==> src/rtl/pmx_pkg.sv <==
package pmx_pkg;
   // Override pairs for one pin. puv = 1 means "pull-up follows port AND NOT pud".
   typedef struct packed {
      logic pue;
      logic puv;
      logic dde;
      logic ddv;
      logic pve;
      logic pvv;
      logic die;
      logic div;
   } pmx_ovr_t;

   localparam pmx_ovr_t PMX_OVR_NONE = '0;
endpackage

==> src/rtl/pmx_sync.sv <==
module pmx_sync #(
   parameter int WIDTH       = 8,
   parameter int STAGES      = 2,
   parameter bit RESET_FLOPS = 1'b1
) (
   input  logic             clk,
   input  logic             rst_n,
   input  logic [WIDTH-1:0] d,
   output logic [WIDTH-1:0] q
);
   logic [WIDTH-1:0] stg [STAGES];

   generate
      if (RESET_FLOPS) begin : g_rst
         always_ff @(posedge clk or negedge rst_n) begin
            if (!rst_n) begin
               for (int i = 0; i < STAGES; i++) stg[i] <= '0;
            end else begin
               stg[0] <= d;
               for (int i = 1; i < STAGES; i++) stg[i] <= stg[i-1];
            end
         end
      end else begin : g_norst
         always_ff @(posedge clk) begin
            stg[0] <= d;
            for (int i = 1; i < STAGES; i++) stg[i] <= stg[i-1];
         end
      end
   endgenerate

   assign q = stg[STAGES-1];
endmodule

==> src/rtl/pmx_regs.sv <==
module pmx_regs #(
   parameter int WIDTH = 8
) (
   input  logic             clk,
   input  logic             rst_n,
   input  logic             wr_dir_en,
   input  logic             wr_port_en,
   input  logic [WIDTH-1:0] wr_data,
   output logic [WIDTH-1:0] dir_q,
   output logic [WIDTH-1:0] port_q
);
   always_ff @(posedge clk or negedge rst_n) begin
      if (!rst_n) begin
         dir_q  <= '0;
         port_q <= '0;
      end else begin
         if (wr_dir_en)  dir_q  <= wr_data;
         if (wr_port_en) port_q <= wr_data;
      end
   end
endmodule

==> src/rtl/pmx_override_map.sv <==
module pmx_override_map
   import pmx_pkg::*;
#(
   parameter int WIDTH = 8
) (
   input  logic                 spi_en,
   input  logic                 spi_master,
   input  logic                 spi_sck_o,
   input  logic                 spi_miso_o,
   input  logic                 spi_mosi_o,
   input  logic                 urx_en,
   input  logic                 utx_en,
   input  logic                 utx_d,
   input  logic                 t2a_en,
   input  logic                 t2a,
   input  logic                 t1a_en,
   input  logic                 t1a,
   input  logic                 t1b_en,
   input  logic                 t1b,
   input  logic                 clko_en,
   input  logic                 clk_div,
   input  logic                 osc_claim_lo,
   input  logic                 osc_claim_hi,
   input  logic                 pc_en,
   input  logic [WIDTH-1:0]     pc_mask,
   output pmx_ovr_t [WIDTH-1:0] ovr
);
   localparam int B_CLKO = 0;
   localparam int B_T1A  = 1;
   localparam int B_SEL  = 2;
   localparam int B_MO   = 3;
   localparam int B_MI   = 4;
   localparam int B_SCK  = 5;
   localparam int B_OSCI = 6;
   localparam int B_OSCO = 7;

   logic slave, master;
   assign slave  = spi_en & ~spi_master;
   assign master = spi_en &  spi_master;

   always_comb begin
      ovr = {WIDTH{PMX_OVR_NONE}};

      // pin-change keeps the input alive
      for (int i = 0; i < WIDTH; i++) begin
         if (pc_en && pc_mask[i]) begin
            ovr[i].die = 1'b1;
            ovr[i].div = 1'b1;
         end
      end

      // bit 0: divided clock out
      if (clko_en) begin
         ovr[B_CLKO].dde = 1'b1;  ovr[B_CLKO].ddv = 1'b1;
         ovr[B_CLKO].pve = 1'b1;  ovr[B_CLKO].pvv = clk_div;
         ovr[B_CLKO].pue = 1'b1;  ovr[B_CLKO].puv = 1'b0;
      end

      // bit 1: timer 1 compare A (value only)
      if (t1a_en) begin
         ovr[B_T1A].pve = 1'b1;  ovr[B_T1A].pvv = t1a;
      end

      // bit 2: slave select / timer 1 compare B
      if (slave) begin
         ovr[B_SEL].dde = 1'b1;  ovr[B_SEL].ddv = 1'b0;
         ovr[B_SEL].pue = 1'b1;  ovr[B_SEL].puv = 1'b1;
      end
      if (t1b_en) begin
         ovr[B_SEL].pve = 1'b1;  ovr[B_SEL].pvv = t1b;
      end

      // bit 3: master out / timer 2 compare A / USART transmit
      if (slave) begin
         ovr[B_MO].dde = 1'b1;  ovr[B_MO].ddv = 1'b0;
         ovr[B_MO].pue = 1'b1;  ovr[B_MO].puv = 1'b1;
      end
      if (utx_en) begin
         ovr[B_MO].dde = 1'b1;  ovr[B_MO].ddv = 1'b1;
         ovr[B_MO].pue = 1'b1;  ovr[B_MO].puv = 1'b0;
      end
      if (master || t2a_en || utx_en) begin
         ovr[B_MO].pve = 1'b1;
         ovr[B_MO].pvv = (master & spi_mosi_o) | (t2a_en & t2a) | (utx_en & utx_d);
      end

      // bit 4: master in / USART receive
      if (master || urx_en) begin
         ovr[B_MI].dde = 1'b1;  ovr[B_MI].ddv = 1'b0;
         ovr[B_MI].pue = 1'b1;  ovr[B_MI].puv = 1'b1;
      end
      if (slave) begin
         ovr[B_MI].pve = 1'b1;  ovr[B_MI].pvv = spi_miso_o;
      end

      // bit 5: SPI clock
      if (slave) begin
         ovr[B_SCK].dde = 1'b1;  ovr[B_SCK].ddv = 1'b0;
         ovr[B_SCK].pue = 1'b1;  ovr[B_SCK].puv = 1'b1;
      end
      if (master) begin
         ovr[B_SCK].pve = 1'b1;  ovr[B_SCK].pvv = spi_sck_o;
      end

      // bits 6/7: oscillator claim disconnects the pin entirely
      if (osc_claim_lo) begin
         ovr[B_OSCI] = '{pue: 1'b1, puv: 1'b0, dde: 1'b1, ddv: 1'b0,
                         pve: 1'b0, pvv: 1'b0, die: 1'b1, div: 1'b0};
      end
      if (osc_claim_hi) begin
         ovr[B_OSCO] = '{pue: 1'b1, puv: 1'b0, dde: 1'b1, ddv: 1'b0,
                         pve: 1'b0, pvv: 1'b0, die: 1'b1, div: 1'b0};
      end
   end
endmodule

==> src/rtl/pmx_pin_cell.sv <==
module pmx_pin_cell
   import pmx_pkg::*;
(
   input  pmx_ovr_t ovr,
   input  logic     dir,
   input  logic     port,
   input  logic     pud,
   input  logic     dig_in_off,
   input  logic     sync_in,
   output logic     oe,
   output logic     out,
   output logic     pu,
   output logic     din
);
   logic ie;
   logic pu_req;

   assign pu_req = port & ~pud;
   assign oe     = ovr.dde ? ovr.ddv : dir;
   assign out    = ovr.pve ? ovr.pvv : port;
   assign pu     = ovr.pue ? (ovr.puv & pu_req) : (~dir & pu_req);
   assign ie     = ovr.die ? ovr.div : ~dig_in_off;
   assign din    = sync_in & ie;
endmodule

==> src/rtl/pin_mux_port.sv <==
module pin_mux_port
   import pmx_pkg::*;
#(
   parameter int WIDTH       = 8,
   parameter int SYNC_STAGES = 2,
   parameter bit SYNC_RESET  = 1'b1
) (
   input  logic             clk,
   input  logic             rst_n,
   input  logic             wr_dir_en,
   input  logic             wr_port_en,
   input  logic [WIDTH-1:0] wr_data,
   output logic [WIDTH-1:0] rd_dir,
   output logic [WIDTH-1:0] rd_port,
   output logic [WIDTH-1:0] rd_pin,
   input  logic             pud,
   input  logic             dig_in_off,
   input  logic             spi_en,
   input  logic             spi_master,
   input  logic             spi_sck_o,
   input  logic             spi_miso_o,
   input  logic             spi_mosi_o,
   input  logic             urx_en,
   input  logic             utx_en,
   input  logic             utx_d,
   input  logic             t2a_en,
   input  logic             t2a,
   input  logic             t1a_en,
   input  logic             t1a,
   input  logic             t1b_en,
   input  logic             t1b,
   input  logic             clko_en,
   input  logic             clk_div,
   input  logic             osc_claim_lo,
   input  logic             osc_claim_hi,
   input  logic             pc_en,
   input  logic [WIDTH-1:0] pc_mask,
   input  logic [WIDTH-1:0] pad_in,
   output logic [WIDTH-1:0] pad_out,
   output logic [WIDTH-1:0] pad_oe,
   output logic [WIDTH-1:0] pad_pu,
   output logic [WIDTH-1:0] din
);
   localparam int BIT_OSC_LO = WIDTH - 2;
   localparam int BIT_OSC_HI = WIDTH - 1;

   generate
      if (WIDTH != 8) begin : g_bad_width
         $error("pin_mux_port: the pin map needs WIDTH == 8");
      end
      if (SYNC_STAGES < 2) begin : g_bad_sync
         $error("pin_mux_port: SYNC_STAGES must be at least 2");
      end
   endgenerate

   logic [WIDTH-1:0]     dir_q, port_q, sync_q, claim;
   pmx_ovr_t [WIDTH-1:0] ovr;

   pmx_regs #(.WIDTH(WIDTH)) u_regs (
      .clk(clk), .rst_n(rst_n), .wr_dir_en(wr_dir_en), .wr_port_en(wr_port_en),
      .wr_data(wr_data), .dir_q(dir_q), .port_q(port_q)
   );

   pmx_sync #(.WIDTH(WIDTH), .STAGES(SYNC_STAGES), .RESET_FLOPS(SYNC_RESET)) u_sync (
      .clk(clk), .rst_n(rst_n), .d(pad_in), .q(sync_q)
   );

   pmx_override_map #(.WIDTH(WIDTH)) u_map (
      .spi_en(spi_en), .spi_master(spi_master), .spi_sck_o(spi_sck_o),
      .spi_miso_o(spi_miso_o), .spi_mosi_o(spi_mosi_o),
      .urx_en(urx_en), .utx_en(utx_en), .utx_d(utx_d),
      .t2a_en(t2a_en), .t2a(t2a), .t1a_en(t1a_en), .t1a(t1a),
      .t1b_en(t1b_en), .t1b(t1b), .clko_en(clko_en), .clk_div(clk_div),
      .osc_claim_lo(osc_claim_lo), .osc_claim_hi(osc_claim_hi),
      .pc_en(pc_en), .pc_mask(pc_mask), .ovr(ovr)
   );

   generate
      for (genvar i = 0; i < WIDTH; i++) begin : g_pin
         pmx_pin_cell u_cell (
            .ovr(ovr[i]), .dir(dir_q[i]), .port(port_q[i]), .pud(pud),
            .dig_in_off(dig_in_off), .sync_in(sync_q[i]),
            .oe(pad_oe[i]), .out(pad_out[i]), .pu(pad_pu[i]), .din(din[i])
         );
      end
   endgenerate

   always_comb begin
      claim             = '0;
      claim[BIT_OSC_LO] = osc_claim_lo;
      claim[BIT_OSC_HI] = osc_claim_hi;
   end

   assign rd_dir  = dir_q  & ~claim;
   assign rd_port = port_q & ~claim;
   assign rd_pin  = din;

   // ---------------- assertions ----------------
   always_comb begin
      if (clko_en) begin
         p_clkout_r8: assert (pad_oe[0] && (pad_out[0] == clk_div) && !pad_pu[0])
            else $error("clock-out bit not driving divided clock");
      end
   end

   p_drive_no_pullup_r2: assert property (@(posedge clk) disable iff (!rst_n)
      (pad_oe & pad_pu) == '0)
      else $error("pin driven with pull-up on");

   p_slave_input_r3: assert property (@(posedge clk) disable iff (!rst_n)
      (spi_en && !spi_master) |-> (!pad_oe[5] && !pad_oe[2] && (utx_en || !pad_oe[3])))
      else $error("SPI slave pin not forced to input");

   p_forced_pullup_r3: assert property (@(posedge clk) disable iff (!rst_n)
      (spi_en && !spi_master) |-> (pad_pu[5] == (rd_port[5] && !pud)))
      else $error("forced-input pull-up rule broken");

   p_tx_output_r5: assert property (@(posedge clk) disable iff (!rst_n)
      utx_en |-> (pad_oe[3] && !pad_pu[3]))
      else $error("transmit bit not driven");

   p_claim_readback_r9: assert property (@(posedge clk) disable iff (!rst_n)
      osc_claim_hi |-> (!rd_dir[BIT_OSC_HI] && !rd_port[BIT_OSC_HI] &&
                        !rd_pin[BIT_OSC_HI] && !pad_oe[BIT_OSC_HI] && !pad_pu[BIT_OSC_HI]))
      else $error("claimed pin still visible");
endmodule

==> config.mk <==
export PLATFORM = sky130hd
export DESIGN_NAME = pin_mux_port
export DESIGN_NICKNAME = d
export VERILOG_FILES = /design/src/rtl/pmx_pkg.sv /design/src/rtl/pmx_sync.sv /design/src/rtl/pmx_regs.sv /design/src/rtl/pmx_override_map.sv /design/src/rtl/pmx_pin_cell.sv /design/src/rtl/pin_mux_port.sv
export SDC_FILE = /design/constraint.sdc
export NUM_CORES = 1
export LEC_CHECK = 0
export ABC_AREA = 1
export CAP_MARGIN = 15
export CORE_AREA = 3 3 100 102
export CTS_CLUSTER_DIAMETER = 30
export DETAILED_ROUTE_END_ITERATION = 8
export DIE_AREA = 0 0 103 105
export SLEW_MARGIN = 20
export SYNTH_ARGS = -nofsm -noshare
export SYNTH_HDL_FRONTEND = slang
export SYNTH_HIERARCHICAL = 1
export SYNTH_SLANG_ARGS = --single-unit
==> constraint.sdc <==
create_clock -name clk -period 2.37 [get_ports clk]
set_input_delay 0.5925 -clock clk [delete_from_list [all_inputs] [get_ports clk]]
set_output_delay 0.5925 -clock clk [all_outputs]
set_load 0.05 [all_outputs]
==> impl_metrics.tcl <==
set metrics [dict create \
    status "completed" \
    clk_pin_slew_ns 0.06 \
    fin_nets 455 \
    drtIter0Drc 49 \
    final_util_pct 39.9 \
    post-cts-setup-buffers 0 \
    synth_area_leaders "dfrtp_1 35%, buf_4 20%, nand2_1 20%" \
    hpwl_mm 4.75 \
    finalSetupTns_ns 0 \
    path_cells "clkdlybuf4s50_1 > nand2_1 > inv_1 > inv_1 > nand2_1 > nand2_1 > nor2_4 > buf_12" \
    timing.rr.start "u_regs/port_q[2]$_DFFE_PN0P_" \
    worst_ep_required_time_ns 1.78 \
    clock_skew_ns 0.000294 \
    ys_warn_count 6 \
    diodes 0 \
    via_per_inst 3.80 \
    first_global_vias 1911 \
    synth_xor_area_share_pct 0 \
    fmax_ghz 0.437 \
    critical_path.top_delay_family "buffers and inverters" \
    crit_type "in2out" \
    syn_avg_cell_area_um2 6.76 \
    regArea_um2 801 \
    clock_latency_ns 0.27 \
    busiest_layer "met2" \
    finalSetupViolCount 0 \
    cp-end-kind "output port" \
    grt_use_total_pct 10.8 \
    max_stage_delay_ns 0.46 \
    io_pins 105 \
    synth_top_family_by_area "buffers and inverters" \
    min_period_over_period_pct 96.6 \
    cts_tree "yes" \
    die_area_um2 10800 \
    crit_path_top_delay_cell "clkdlybuf4s50_1" \
    area_delta_synth_final_pct 62.4 \
    cts_buffers 5 \
    drc 0 \
    post-route-min-period_ns 2.29 \
    die_x_um 103 \
    use_met2_pct 19.5 \
    rrSetupSlack_ns 1.71 \
    root_buffer "clkbuf_8" \
    power_mw 1.85 \
    path_buf_inv 4 \
    hold_depth 0 \
    hold_violations 0 \
    power.density_nw_per_um2 506 \
    synth-seq-area-share_pct 35.5 \
    num_rows 35 \
    cts_sinks 32 \
    tightest_slew_ns 0.529 \
    met1_usage_pct 12.6 \
    cp_max_fo 2 \
    gp_congestion 0.753 \
    synth_area_leader_cell "dfrtp_1" \
    critPathLaunch "pc_mask[5]" \
    synth.ff_latch_count 32 \
    layout-drive-gt1-share_pct 21.1 \
    hold_end "u_sync/q[6]$_DFF_PN0_" \
    h-tree-depth 2 \
    drtAntennaViolNets 0 \
    port_buffers 104 \
    hold_path.startpoint "u_sync/stg[14]$_DFF_PN0_" \
    rsz0062_at_grt "false" \
    grt_pass1_wl_mm 9.21 \
    synthAdderAreaFrac_pct 0 \
    synth-compound-area-share_pct 7.32 \
    arrival_ns 1.70 \
    synth-simple-area-share_pct 25.3 \
    cap_violations 0 \
    grt-ovfl-total 0 \
    multi_input_area_um2 871 \
    routedWlPerCell_um 11.0 \
    critPathLaunchType "primary input" \
    drt-pass1-iter-count 4 \
    vdd_ir_drop_max_mv 0.191 \
    via_count 1969 \
    synth.mux.area_fraction_pct 0 \
    core_area_um2 9200 \
    grt_max_degree 33 \
    start_util_pct 24.5 \
    wl_mm 5.72 \
    path_common_cell "nand2_1" \
    final-max-slew-violation-count 0 \
    r2r-end "u_regs/port_q[2]$_DFFE_PN0P_" \
    clockBufferDepth 2 \
    dieHeight_um 105 \
    antenna_found_initial 0 \
    yosysTopAreaCellShare_pct 35.5 \
    ctsHoldBuffers 0 \
    synth_cell_types 14 \
    slew_headroom_pct 64.7 \
    fill_cells 913 \
    gr-usage-met3_pct 2.27 \
    p_leak_nw 1.91 \
    synth.cell_area_um2 2260 \
    synthCells 334 \
    hp-class "reg2reg" \
    rr_worst_depth 2 \
]
power breakdown:
| part | total [mW] | switching, mW | internal, mW |
|---|---|---|---|
| Sequential | 0.614 | 0.0290 | 0.585 |
| Clock | 0.412 | 0.175 | 0.236 |
| Combinational | 0.830 | 0.473 | 0.357 |
cells in the mapped netlist, drive strengths merged:
library cell / count
nor3: 2
nand2: 120
inv: 65
o21bai: 2
buf: 62
a21oi: 8
conb: 1
nor2: 24
nand3: 2
o21ai: 16
dfrtp: 32
metal layers:
metal,vias up,wire (µm)
met2,43,3160
li1,1035,-
met5,-,0
met4,0,51
met3,4,255
met1,887,2260
how the worst max path moves through the flow:
stage	cells after the start	slack, ns	endpoint
finish	8	0.08	rd_pin[5]
global route	6	0.006	pad_out[0]
CTS	8	0.02	din[7]
detailed placement	9	-0.15	rd_pin[5]
global placement	8	-0.11	rd_pin[7]
floorplan	5	0.11	pad_oe[2]
area by class of cell:
type / count / share of cell area (%)
timing repair buffer: 112 / 41.5
multi-input combinational: 190 / 23.8
sequential: 32 / 21.9
inverter: 65 / 6.66
tap: 111 / 3.79
clock buffer: 8 / 2.46
registers in the layout, indices dropped and copies added (netlist names):
name,cells
u_regs/dir_q,8
u_sync/q,8
u_sync/stg,8
u_regs/port_q,8
kinds of logic after synthesis:
logic type / count (synthesis)
buffers and inverters: 127
other: 1
DFF: 32
AOI/OAI and AO/OA: 26
and+or+nand+nor: 148
layout by cell type, fill, tap and decap left out, drive strengths merged:
| cell type | netlist | routed |
|---|---|---|
| dlygate4sd2 | 0 | 3 |
| o21bai | 2 | 2 |
| a21oi | 8 | 8 |
| nor3 | 2 | 2 |
| nor2 | 24 | 24 |
| nand2 | 120 | 120 |
| clkbuf | 0 | 8 |
| dfrtp | 32 | 32 |
| clkdlybuf4s50 | 0 | 53 |
| dlymetal6s2s | 0 | 6 |
| nand3 | 2 | 2 |
| buf | 62 | 50 |
| o21ai | 16 | 16 |
| conb | 1 | 16 |
| inv | 65 | 65 |
through the flow:
step	cell area (µm²)	hold slack [ns]	instances	setup slack [ns]
after global routing	3660	0.353	518	0.00643
after detailed placement	3510	0.335	510	-0.155
after CTS	3640	0.348	518	0.0158
after floorplan	2330	0.297	349	0.112
after global placement	3510	0.333	510	-0.113
final	3660	0.346	518	0.0812
what timing repair did:
action | in CTS | in global routing
setup endpoints to repair | 27 | 10
resized for setup | 15 | 11
pin swaps | 2 | 7
No activity file was read; power rests on OpenSTA's default activity.
